## src/rtl/lvds18_pkg.sv

```systemverilog
package lvds18_pkg;
  localparam int COMP_W     = 6;
  localparam int LANE_W     = 7;
  localparam int DATA_LANES = 3;
  localparam int ALL_LANES  = DATA_LANES + 1;
  localparam int STREAM_W   = DATA_LANES * LANE_W;

  localparam logic [LANE_W-1:0] CLK_PATTERN = 7'b1100011;

  typedef struct packed {
    logic              de;
    logic              vs;
    logic              hs;
    logic [COMP_W-1:0] b;
    logic [COMP_W-1:0] g;
    logic [COMP_W-1:0] r;
  } pix_t;

  // Time-ordered bit stream: R0..R5, G0..G5, B0..B5, HS, VS, DE.
  // Lane n takes the n-th group of seven from this stream, bit 0 first.
  function automatic logic [LANE_W-1:0] lane_word(input int unsigned idx, input pix_t p);
    logic [STREAM_W-1:0] stream;
    stream = {p.de, p.vs, p.hs, p.b, p.g, p.r};
    return stream[idx*LANE_W +: LANE_W];
  endfunction
endpackage

```

## src/rtl/lvds18_phase.sv

```systemverilog
module lvds18_phase #(
  parameter int WORD = 7
) (
  input  logic                    clk,
  input  logic                    rst_n,
  output logic [$clog2(WORD)-1:0] ph,
  output logic                    take,
  output logic                    load
);
  localparam int PH_W = $clog2(WORD);
  localparam logic [PH_W-1:0] PH_LAST = PH_W'(WORD - 1);

  always_ff @(posedge clk) begin
    if (!rst_n)             ph <= '0;
    else if (ph == PH_LAST) ph <= '0;
    else                    ph <= ph + 1'b1;
  end

  assign take = (ph == PH_LAST);
  assign load = (ph == '0);

  AST_PHASE_WRAP: assert property (@(posedge clk) disable iff (!rst_n)
    take |=> (ph == '0));                                        // R5
  AST_TAKE_THEN_LOAD: assert property (@(posedge clk) disable iff (!rst_n)
    take |=> load && !take);                                     // R5
  AST_PHASE_RANGE: assert property (@(posedge clk) disable iff (!rst_n)
    ph <= PH_LAST);                                              // R5
endmodule

```

## src/rtl/lvds18_capture.sv

```systemverilog
module lvds18_capture
  import lvds18_pkg::*;
(
  input  logic                               clk,
  input  logic                               rst_n,
  input  logic                               take,
  input  pix_t                               pix_in,
  output logic [DATA_LANES-1:0][LANE_W-1:0]  words
);
  for (genvar i = 0; i < DATA_LANES; i++) begin : g_lane
    always_ff @(posedge clk) begin
      if (!rst_n)    words[i] <= '0;
      else if (take) words[i] <= lane_word(i, pix_in);
    end
  end

  AST_HOLD_STABLE: assert property (@(posedge clk) disable iff (!rst_n)
    !take |=> $stable(words));                                   // R5
endmodule

```

## src/rtl/lvds18_shifter.sv

```systemverilog
module lvds18_shifter #(
  parameter int W = 7
) (
  input  logic         clk,
  input  logic         rst_n,
  input  logic         load,
  input  logic [W-1:0] word,
  output logic         bit_out
);
  logic [W-1:0] sreg;

  always_ff @(posedge clk) begin
    if (!rst_n)    sreg <= '0;
    else if (load) sreg <= word;
    else           sreg <= {1'b0, sreg[W-1:1]};
  end

  assign bit_out = sreg[0];

  AST_LOAD_COPY: assert property (@(posedge clk) disable iff (!rst_n)
    load |=> (sreg == $past(word)));                             // R6
  AST_SHIFT_STEP: assert property (@(posedge clk) disable iff (!rst_n)
    !load |=> (sreg[W-2:0] == $past(sreg[W-1:1])));              // R6
endmodule

```

## src/rtl/lvds18_tx.sv

```systemverilog
module lvds18_tx
  import lvds18_pkg::*;
(
  input  logic                  clk_ser,
  input  logic                  rst_n,
  input  logic                  out_en,
  input  logic [COMP_W-1:0]     red,
  input  logic [COMP_W-1:0]     grn,
  input  logic [COMP_W-1:0]     blu,
  input  logic                  hsync,
  input  logic                  vsync,
  input  logic                  den,
  output logic                  pix_take,
  output logic [DATA_LANES-1:0] lane_d,
  output logic                  lane_clk
);
  localparam int PH_W = $clog2(LANE_W);

  logic [PH_W-1:0]                   ph;
  logic                              take;
  logic                              load;
  pix_t                              pix;
  logic [DATA_LANES-1:0][LANE_W-1:0] held;
  logic [ALL_LANES-1:0]              ser_bit;

  assign pix = '{de: den, vs: vsync, hs: hsync, b: blu, g: grn, r: red};

  lvds18_phase #(.WORD(LANE_W)) u_phase (
    .clk (clk_ser), .rst_n (rst_n), .ph (ph), .take (take), .load (load)
  );

  lvds18_capture u_capture (
    .clk (clk_ser), .rst_n (rst_n), .take (take), .pix_in (pix), .words (held)
  );

  for (genvar i = 0; i < ALL_LANES; i++) begin : g_ser
    logic [LANE_W-1:0] src;
    if (i < DATA_LANES) begin : g_data
      assign src = held[i];
    end else begin : g_clk
      assign src = CLK_PATTERN;
    end
    lvds18_shifter #(.W(LANE_W)) u_sh (
      .clk (clk_ser), .rst_n (rst_n), .load (load), .word (src), .bit_out (ser_bit[i])
    );
  end

  assign pix_take = take;
  assign lane_d   = ser_bit[DATA_LANES-1:0] & {DATA_LANES{out_en}};
  assign lane_clk = ser_bit[DATA_LANES] & out_en;

  AST_CLK_LEAD_HIGH: assert property (@(posedge clk_ser) disable iff (!rst_n)
    (out_en && ph == PH_W'(1)) |-> lane_clk);                    // R4
  AST_CLK_MID_LOW: assert property (@(posedge clk_ser) disable iff (!rst_n)
    (out_en && ph == PH_W'(3)) |-> !lane_clk);                   // R4
  AST_QUIET_OFF: assert property (@(posedge clk_ser) disable iff (!rst_n)
    !out_en |-> (lane_d == '0 && !lane_clk));                    // R7
endmodule

```

## config.mk

```make
export PLATFORM = sky130hd
export DESIGN_NAME = lvds18_tx
export DESIGN_NICKNAME = d
export VERILOG_FILES = /design/src/rtl/lvds18_pkg.sv /design/src/rtl/lvds18_phase.sv /design/src/rtl/lvds18_capture.sv /design/src/rtl/lvds18_shifter.sv /design/src/rtl/lvds18_tx.sv
export SDC_FILE = /design/constraint.sdc
export NUM_CORES = 1
export LEC_CHECK = 0
export CAP_MARGIN = 15
export CORE_MARGIN = 2
export CORE_UTILIZATION = 47
export DETAILED_ROUTE_END_ITERATION = 10
export PLACE_DENSITY = 0.77
export SLEW_MARGIN = 40
export SYNTH_ARGS = -nofsm -noshare
export SYNTH_HDL_FRONTEND = slang
export SYNTH_SLANG_ARGS = --single-unit
```

## constraint.sdc

```tcl
create_clock -name clk_ser -period 1.4 [get_ports clk_ser]
set_clock_uncertainty 0.1 [all_clocks]
set_input_delay 0.42 -clock clk_ser [delete_from_list [all_inputs] [get_ports clk_ser]]
set_output_delay 0.42 -clock clk_ser [all_outputs]
set_load 0.02 [all_outputs]
```

### Yosys cells after proc, flatten, opt, wreduce, memory -nomap -nowiden

Index checks and enable logic that the tools add are counted.

| storage, ports and cells | value |
|---|---|
| word-level logic and storage cells | 25 |
| input bits | 24 |
| register bits after elaboration | 52 |
| output and inout port bits | 5 |

| cells by class | value |
|---|---|
| muxes and demuxes | 4 |
| reductions and logical operators | 4 |
| bitwise gates (word level) | 3 |
| eq/ne operators | 1 |
| $add $sub $neg | 1 |

Operators with widths:

| cell | number |
|---|---|
| 6-bit two-way mux | 3 |
| 7-bit two-way mux | 1 |
| 2-bit OR reduction | 2 |
| 3-bit by 1-bit adder with 3-bit output (second input constant) | 1 |
| 3-bit bitwise AND | 1 |
| 3-bit equality test (second input constant) | 1 |
| 3-bit logical NOT | 1 |
| 2-bit AND reduction | 1 |
| 1-bit bitwise AND | 1 |
| 1-bit NOT | 1 |

### Longest topological paths before layout

Gate-level depths: netlist of run 1.

| logic depth | value |
|---|---|
| word-level depth | 2 |
| mapped depth | 6 |
| gate-level depth less buffers | 5 |

### Hierarchy

Synthesis of run 1 repeated with hierarchy kept, for this count alone.

| unflattened totals | value |
|---|---|
| cells, all modules | 174 |
| area total of the unflattened synthesis | 2,034.5 um2 |

By module, submodules not included:

| module | area an instance (um2) | instances | cells each |
|---|---|---|---|
| lvds18_shifter | 256.5 | 4 | 21 |
| lvds18_capture | 820.8 | 1 | 68 |
| lvds18_phase | 155.1 | 1 | 16 |
| lvds18_tx | 32.5 | 1 | 6 |

### Worst setup path before layout of run 1

OpenSTA, ideal clock, no wires.

| timing | value |
|---|---|
| kind | flip-flop to output port |
| from | reg u_phase.ph[0] |
| to | out pix_take |
| buffers on the path | 1 |
| arrival time | 0.945 ns |
| required time | 0.880 ns |
| stages on the path, launching flop included | 6 |
| setup slack | -0.065 ns |
| cell sequence | dfxtp_1 > inv_1 > ha_1 > nand2_1 > inv_1 > buf_2 |

| between the ends | value |
|---|---|
| cells in the longest elaborated chain, start to end | 1 |

RTL lines:

| what | line | text |
|---|---|---|
| start, declared | lvds18_phase.sv:6 | `output logic [$clog2(WORD)-1:0] ph,` |
| start signal, assigned | lvds18_phase.sv:16 | `else ph <= ph + 1'b1;` |
| 3-bit equality test | lvds18_phase.sv:19 | `assign take = (ph == PH_LAST);` |
| end, declared | lvds18_tx.sv:13 | `output logic pix_take,` |

No other way between the ends.

### Worst setup path in the final report of run 1

Same ends and word-level chain as after synthesis.

==> flow_metrics.py, run 1 <==
metrics = {
    "sta": {
        "hold_violations": 0,
        "fin_crit_ns": 1.61,
        "rsz0062_at_grt": "true",
        "period_share_pct": 115,
        "worst_slack_ns": -0.206,
        "tns_ns": -0.206,
        "max_freq_mhz": 622,
        "tightest_slew_ns": 0.290,
        "hold_slack_ns": 0.344,
        "drv_slew": 0,
        "relSlewSlack_pct": 80.7,
        "setup_viol": 1,
    },
    "power": {
        "comb_power_share_pct": 12.5,
        "power.leakage_nw": 0.972,
        "irDropWorstVdd_mv": 0.656,
        "netSwitchingPower_mw": 0.625,
        "p_seq_share_pct": 55.3,
        "clockPowerShare_pct": 32.1,
        "switching_share_pct": 22.7,
        "p_per_area_nw_per_um2": 1140,
        "internal-power_mw": 2.12,
    },
    "logic_synthesis": {
        "synth_ff_type": "dfxtp_1",
        "syn_area_um2": 1910,
        "seq_area_frac_synth_pct": 54.5,
        "syn_avg_cell_area_um2": 9.69,
        "synth-seq-cells": 52,
        "synth-compound-area-share_pct": 7.08,
        "synth_simple_gate_area_share_pct": 20.6,
        "synth-adder-area-share_pct": 1.97,
        "synth_top_family_by_area": "simple AND/OR/NAND/NOR gates",
        "synth_nets": 224,
        "synth.area.mux_share_pct": 9.44,
        "ys_warn_count": 0,
        "synthArstFlopShare_pct": 0,
        "synthXorXnorAreaFrac_pct": 0,
        "netlist_instances": 197,
        "synth_cell_type_count": 20,
        "synth_edf_count": 0,
    },
    "status": {
        "outcome": "finished, violations left",
        "violations": "setup timing",
    },
    "worst_setup_path": {
        "worst_ep_arrival_time_ns": 1.09,
        "r2r-end": "g_ser[2].u_sh.sreg[5]$_SDFF_PN0_",
        "crit_type": "reg2out",
        "reg2reg_slack_ns": 0,
        "r2r-start": "u_phase.ph[2]$_SDFF_PP0_",
        "cp-end-kind": "output pin",
        "critPathMaxFanout": 2,
        "cp.required_ns": 0.88,
        "ff2ff_path_depth": 3,
        "start_kind": "flip-flop",
    },
    "clock_network": {
        "cts.sinks": 52,
        "cts_hold_buf": 0,
        "clock_path_buffers": 2,
        "numCtsBuffers": 5,
        "ctsHtreeMaxLevel": 2,
        "path_clk_slew_ns": 0.08,
        "cts_tree": "built",
        "cts-root-buf": "clkbuf_8",
        "insertion_delay_ns": 0.30,
    },
    "finish": {
        "nets": 254,
        "diodes": 0,
        "layout.cells.non_filler": 277,
        "area_delta_synth_final_pct": 25.9,
        "num-fill-cells": 348,
        "drive_gt1_share_pct": 18.5,
        "utilization_pct": 61.0,
    },
    "route": {
        "drc": 0,
        "drt-initial-drc-count": 65,
        "routed_via_density": 5.18,
        "wl_per_cell_um": 12.8,
        "wirelength_um": 3540,
        "vias": 1434,
        "drt_pass1_iterations": 4,
        "ant_nets": 0,
    },
    "global_route": {
        "track_usage_pct": 16.6,
        "grt_pass1_vias": 1216,
        "grt_antenna_before_repair": 0,
        "grt_max_degree": 58,
        "grt_pass1_wl_um": 5550,
        "grt-ovfl-total": 0,
    },
    "die": {
        "dieArea_um2": 4590,
        "die_h_um": 67.7,
        "initial_core_util_pct": 48.4,
        "rows": 23,
        "core_um2": 3940,
        "fp.dieW_um": 67.7,
        "ios": 29,
    },
    "placement": {
        "dp.cells": 267,
        "gp_congestion": 0.703,
        "dp_slack_ns": -0.775,
        "io_buffers": 28,
        "dp_hpwl_um": 2080,
    },
    "flow_run": {
        "cap_violations": 0,
    },
    "hold_path": {
        "worstHoldPathType": "reg2reg",
        "hold_start": "g_ser[1].u_sh.sreg[2]$_SDFF_PN0_",
        "worstHoldEndpoint": "g_ser[1].u_sh.sreg[1]$_SDFF_PN0_",
        "hold_depth": 2,
    },
}
-- cells by family after synthesis --
| family | after synthesis |
|---|---|
| buffers and inverters | 21 |
| adder cells (fa/ha/maj) | 3 |
| AND/OR/NAND/NOR | 78 |
| flip-flops | 52 |
| multiplexers | 18 |
| AO/OA/AOI/OAI | 25 |
-- final cells by class --
class,instances,area [um2],share of cell area [%]
sequential,52,1040,43.5
timing repair buffer,40,383,15.9
clock buffer,7,96.3,4.01
tap,50,62.6,2.60
inverter,3,11.3,0.469
multi-input combinational,125,806,33.5
-- flip-flops by register name, indices dropped and copies added, names as in the netlist --
name	count
g_ser.u_sh.sreg	28
u_capture.words	21
u_phase.ph	3
-- Yosys cell counts (3+ instances only) --
cell type / number / area share (%)
and2_1: 5 / 1.6
and3_1: 8 / 2.6
buf_2: 6 / 1.6
clkbuf_1: 6 / 1.2
dfxtp_1: 52 / 55
ha_1: 3 / 2.0
inv_1: 3 / 0.59
mux2i_1: 18 / 9.4
nand2_1: 41 / 8.1
nand4_1: 21 / 6.9
o21a_1: 3 / 1.2
o21ai_0: 21 / 5.5
-- worst max-delay path by stage --
stage / from / end / slack [ns] / cells past startpoint
detailed placement: out_en / lane_d[1] / -0.77 / 3
global placement: out_en / lane_d[0] / -0.77 / 3
global route: u_phase.ph[0]$_SDFF_PP0_ / pix_take / -0.24 / 5
CTS: u_phase.ph[0]$_SDFF_PP0_ / pix_take / -0.19 / 5
floorplan: u_phase.ph[0]$_SDFF_PP0_ / pix_take / 0.004 / 5
finish: u_phase.ph[0]$_SDFF_PP0_ / pix_take / -0.21 / 5
-- repair_timing --
item | CTS | global route
pin swaps | 5 | 0
gates cloned | 0 | 1
endpoints found under the setup margin | 25 | 26
gates resized for setup | 45 | 7
setup buffers | 2 | 1
-- cells in the final DEF, fill, tap and decap left out --
master | netlist | layout
and2_1 | 5 | 1
and2_4 | 0 | 4
and3_1 | 8 | 8
buf_12 | 0 | 1
buf_2 | 6 | 2
buf_4 | 2 | 10
buf_6 | 2 | 6
clkbuf_8 | 0 | 7
clkdlybuf4s50_1 | 0 | 21
dfxtp_1 | 52 | 49
dfxtp_2 | 0 | 3
ha_1 | 3 | 1
ha_4 | 0 | 2
inv_2 | 0 | 3
mux2i_1 | 18 | 18
nand2_1 | 41 | 40
nand2_4 | 0 | 1
nand2b_2 | 0 | 1
nand2b_4 | 1 | 1
nand3b_1 | 1 | 1
nand4_1 | 21 | 21
nor2b_4 | 0 | 1
o21a_1 | 3 | 3
o21ai_0 | 21 | 21
o31ai_1 | 1 | 1
-- power groups by stage --
stage | clock, mW | combinational, mW | sequential [mW]
finish | 0.883 | 0.344 | 1.52
global route | 0.971 | 0.374 | 1.52
CTS | 0.914 | 0.327 | 1.52
detailed placement | 0 | 0.304 | 1.55
global placement | 0 | 0.302 | 1.55
floorplan | 0 | 0.206 | 1.55
-- stage by stage --
step | instance area [um2] | power, mW
detailed placement | 2230 | 1.86
global placement | 2230 | 1.85
finish | 2400 | 2.75
floorplan | 1920 | 1.76
global route | 2400 | 2.87
CTS | 2380 | 2.76
-- metal layers --
layer	track usage, %	vias to the layer above	routed length (um)
met4	6.89	0	69
met1	20.1	670	1610
met5	0	-	0
met3	6.17	6	140
li1	-	735	-
met2	26.3	23	1720
-- worst max-delay path, stage by stage (launching register included) --
cell	delay [ns]
dfxtp_2	0.35
inv_2	0.05
ha_4	0.17
nand2_4	0.06
inv_2	0.04
buf_6	0.12
No activity file was read; power rests on OpenSTA's default activity.
==> run 2: changes to the inputs <==
--- a/config.mk
+++ b/config.mk
@@ -5,10 +5,13 @@
 export SDC_FILE = /design/constraint.sdc
 export NUM_CORES = 1
 export LEC_CHECK = 0
+export ABC_CLOCK_PERIOD_IN_PS = 1400
 export CAP_MARGIN = 15
+export CORE_ASPECT_RATIO = 1.5
 export CORE_MARGIN = 2
 export CORE_UTILIZATION = 47
 export DETAILED_ROUTE_END_ITERATION = 10
+export MAX_ROUTING_LAYER = met4
 export PLACE_DENSITY = 0.77
 export SLEW_MARGIN = 40
 export SYNTH_ARGS = -nofsm -noshare
==> flow_metrics.py, run 2 (same netlist as run 1, synthesis figures left out) <==
metrics = {
    "status": {
        "outcome": "finished, violations left",
        "violations": "setup timing",
    },
    "worst_setup_path": {
        "crit_type": "reg2out",
        "ff2ff_path_depth": 6,
        "reg2reg_slack_ns": 0.05,
        "start_kind": "flip-flop",
        "r2r-start": "u_phase.ph[0]$_SDFF_PP0_",
        "cp.required_ns": 0.88,
        "slowest_stage": "dfxtp_2",
        "critPathMaxFanout": 2,
        "worst_ep_arrival_time_ns": 1.05,
        "crit_top_cell": "inv_2",
        "slowest_delay_ns": 0.34,
        "path_cells": "inv_2, ha_4, nand2_4, inv_2, buf_6",
        "cp-end-kind": "output pin",
        "r2r-end": "g_ser[1].u_sh.sreg[2]$_SDFF_PN0_",
    },
    "sta": {
        "period_share_pct": 112,
        "drv_slew": 0,
        "setup_viol": 1,
        "hold_violations": 0,
        "tightest_slew_ns": 0.292,
        "relSlewSlack_pct": 80.5,
        "fin_crit_ns": 1.57,
        "max_freq_mhz": 638,
        "rsz0062_at_grt": "true",
        "hold_slack_ns": 0.339,
        "worst_slack_ns": -0.167,
    },
    "hold_path": {
        "hold_start": "g_ser[1].u_sh.sreg[4]$_SDFF_PN0_",
        "worstHoldEndpoint": "g_ser[1].u_sh.sreg[3]$_SDFF_PN0_",
        "worstHoldPathType": "reg2reg",
        "hold_depth": 2,
    },
    "power": {
        "power.leakage_nw": 0.999,
        "irDropWorstVdd_mv": 0.998,
        "p_per_area_nw_per_um2": 1170,
    },
    "clock_network": {
        "clock_path_buffers": 2,
        "insertion_delay_ns": 0.30,
        "cts_tree": "built",
        "cts-root-buf": "clkbuf_8",
        "numCtsBuffers": 5,
        "cts.sinks": 52,
        "path_clk_slew_ns": 0.08,
        "ctsHtreeMaxLevel": 2,
    },
    "route": {
        "wirelength_um": 3470,
        "drc": 0,
        "wl_per_cell_um": 12.7,
        "ant_nets": 0,
        "drt-initial-drc-count": 37,
        "vias": 1434,
        "drt_pass1_iterations": 3,
        "routed_via_density": 5.23,
    },
    "global_route": {
        "grt_pass1_vias": 1308,
        "grt_max_degree": 53,
        "grt-ovfl-total": 0,
        "track_usage_pct": 16.8,
        "grt_antenna_before_repair": 0,
        "grt_pass1_wl_um": 5840,
    },
    "placement": {
        "dp.cells": 262,
        "io_buffers": 28,
        "dp_hpwl_um": 2140,
        "dp_slack_ns": -0.803,
        "gp_congestion": 0.725,
    },
    "finish": {
        "drive_gt1_share_pct": 19.2,
        "area_delta_synth_final_pct": 29.0,
        "layout.cells.non_filler": 274,
        "layout_commonest_cell": "dfxtp_1",
        "nets": 255,
        "largest_register_ffs": 28,
        "utilization_pct": 62.8,
        "diodes": 0,
        "reg_top3": "g_ser.u_sh.sreg x28, u_capture.words x21, u_phase.ph x3",
        "final_cell_mix": "48 x dfxtp_1, 40 x nand2_1, 21 x nand4_1, 21 x o21ai_0, 21 x clkdlybuf4s50_1",
        "max_flop_register": "g_ser.u_sh.sreg",
    },
    "die": {
        "fp.dieW_um": 56.0,
        "initial_core_util_pct": 48.7,
        "die_h_um": 82.1,
        "core_um2": 3920,
        "dieArea_um2": 4600,
        "rows": 28,
        "ios": 29,
    },
    "flow_run": {
        "cap_violations": 0,
    },
}
run 2: worst max-delay path: cells and delay by family (launching register included):
| family | cells | cell delay, ns |
|---|---|---|
| simple gates | 1 | 0.05 |
| fa+ha+maj | 1 | 0.16 |
| buf+inv | 3 | 0.21 |
| flops | 1 | 0.34 |
run 2: per-stage QoR:
| stage | cell area, um2 | total power [mW] | setup TNS (ns) |
|---|---|---|---|
| 6_report | 2460 | 2.89 | -0.167 |
| 5_1_grt | 2460 | 3.03 | -0.832 |
| 4_1_cts | 2380 | 2.86 | -0.200 |
| 3_5_place_dp | 2230 | 1.87 | -4.74 |
| 3_3_place_gp | 2230 | 1.86 | -3.91 |
| 2_1_floorplan | 1920 | 1.76 | 0 |
run 2: how the worst max path moves through the flow:
stage                             startpoint         to  slack, ns  cells past startpoint
global placement                      out_en  lane_d[0]      -0.80                      3
finish              u_phase.ph[0]$_SDFF_PP0_   pix_take      -0.17                      5
CTS                 u_phase.ph[0]$_SDFF_PP0_   pix_take      -0.18                      5
global route        u_phase.ph[0]$_SDFF_PP0_   pix_take      -0.23                      5
floorplan           u_phase.ph[0]$_SDFF_PP0_   pix_take      0.004                      5
detailed placement                    out_en   lane_clk      -0.80                      3
run 2: cell type report:
| type | instances | area [um2] |
|---|---|---|
| repair buffers | 41 | 428 |
| multi-input cells | 125 | 811 |
| flip-flops and latches | 52 | 1050 |
| inverters | 3 | 13.8 |
| clock inverters | 2 | 35.0 |
| well taps | 45 | 56.3 |
| clock buffers | 6 | 72.6 |
| fillers | 332 | 1460 |
run 2: per-layer routing:
layer / part of all wire, % / GRT usage [%] / vias to the layer above
li1: - / - / 736
met4: 1.7 / 6.43 / 0
met3: 3.0 / 4.72 / 6
met5: 0 / - / -
met2: 51 / 29.3 / 18
met1: 44 / 18.2 / 674
run 2: what timing repair did:
| item | 4_1_cts | 5_1_grt |
|---|---|---|
| hold buffers | 0 | 0 |
| pin swaps | 4 | 3 |
| buffers inserted | 1 | 2 |
| endpoints found under the setup margin | 33 | 22 |
| gates resized for setup | 42 | 15 |
| gates cloned | 1 | 1 |
run 2: where the power goes:
part	leakage (nW)	switching [mW]	internal (mW)
clock	0.0552	0.452	0.530
combinational	0.522	0.177	0.210
sequential	0.422	0.0128	1.51
total	0.999	0.642	2.25
==> run 3: changes to the inputs <==
--- a/config.mk
+++ b/config.mk
@@ -10,7 +10,9 @@
 export CORE_ASPECT_RATIO = 1.5
 export CORE_MARGIN = 2
 export CORE_UTILIZATION = 47
+export CTS_CLUSTER_SIZE = 20
 export DETAILED_ROUTE_END_ITERATION = 10
+export GPL_ROUTABILITY_DRIVEN = 0
 export MAX_ROUTING_LAYER = met4
 export PLACE_DENSITY = 0.77
 export SLEW_MARGIN = 40
==> results of run 3 <==
Same layout as run 2: the final DEF is identical, and so are final timing and power.
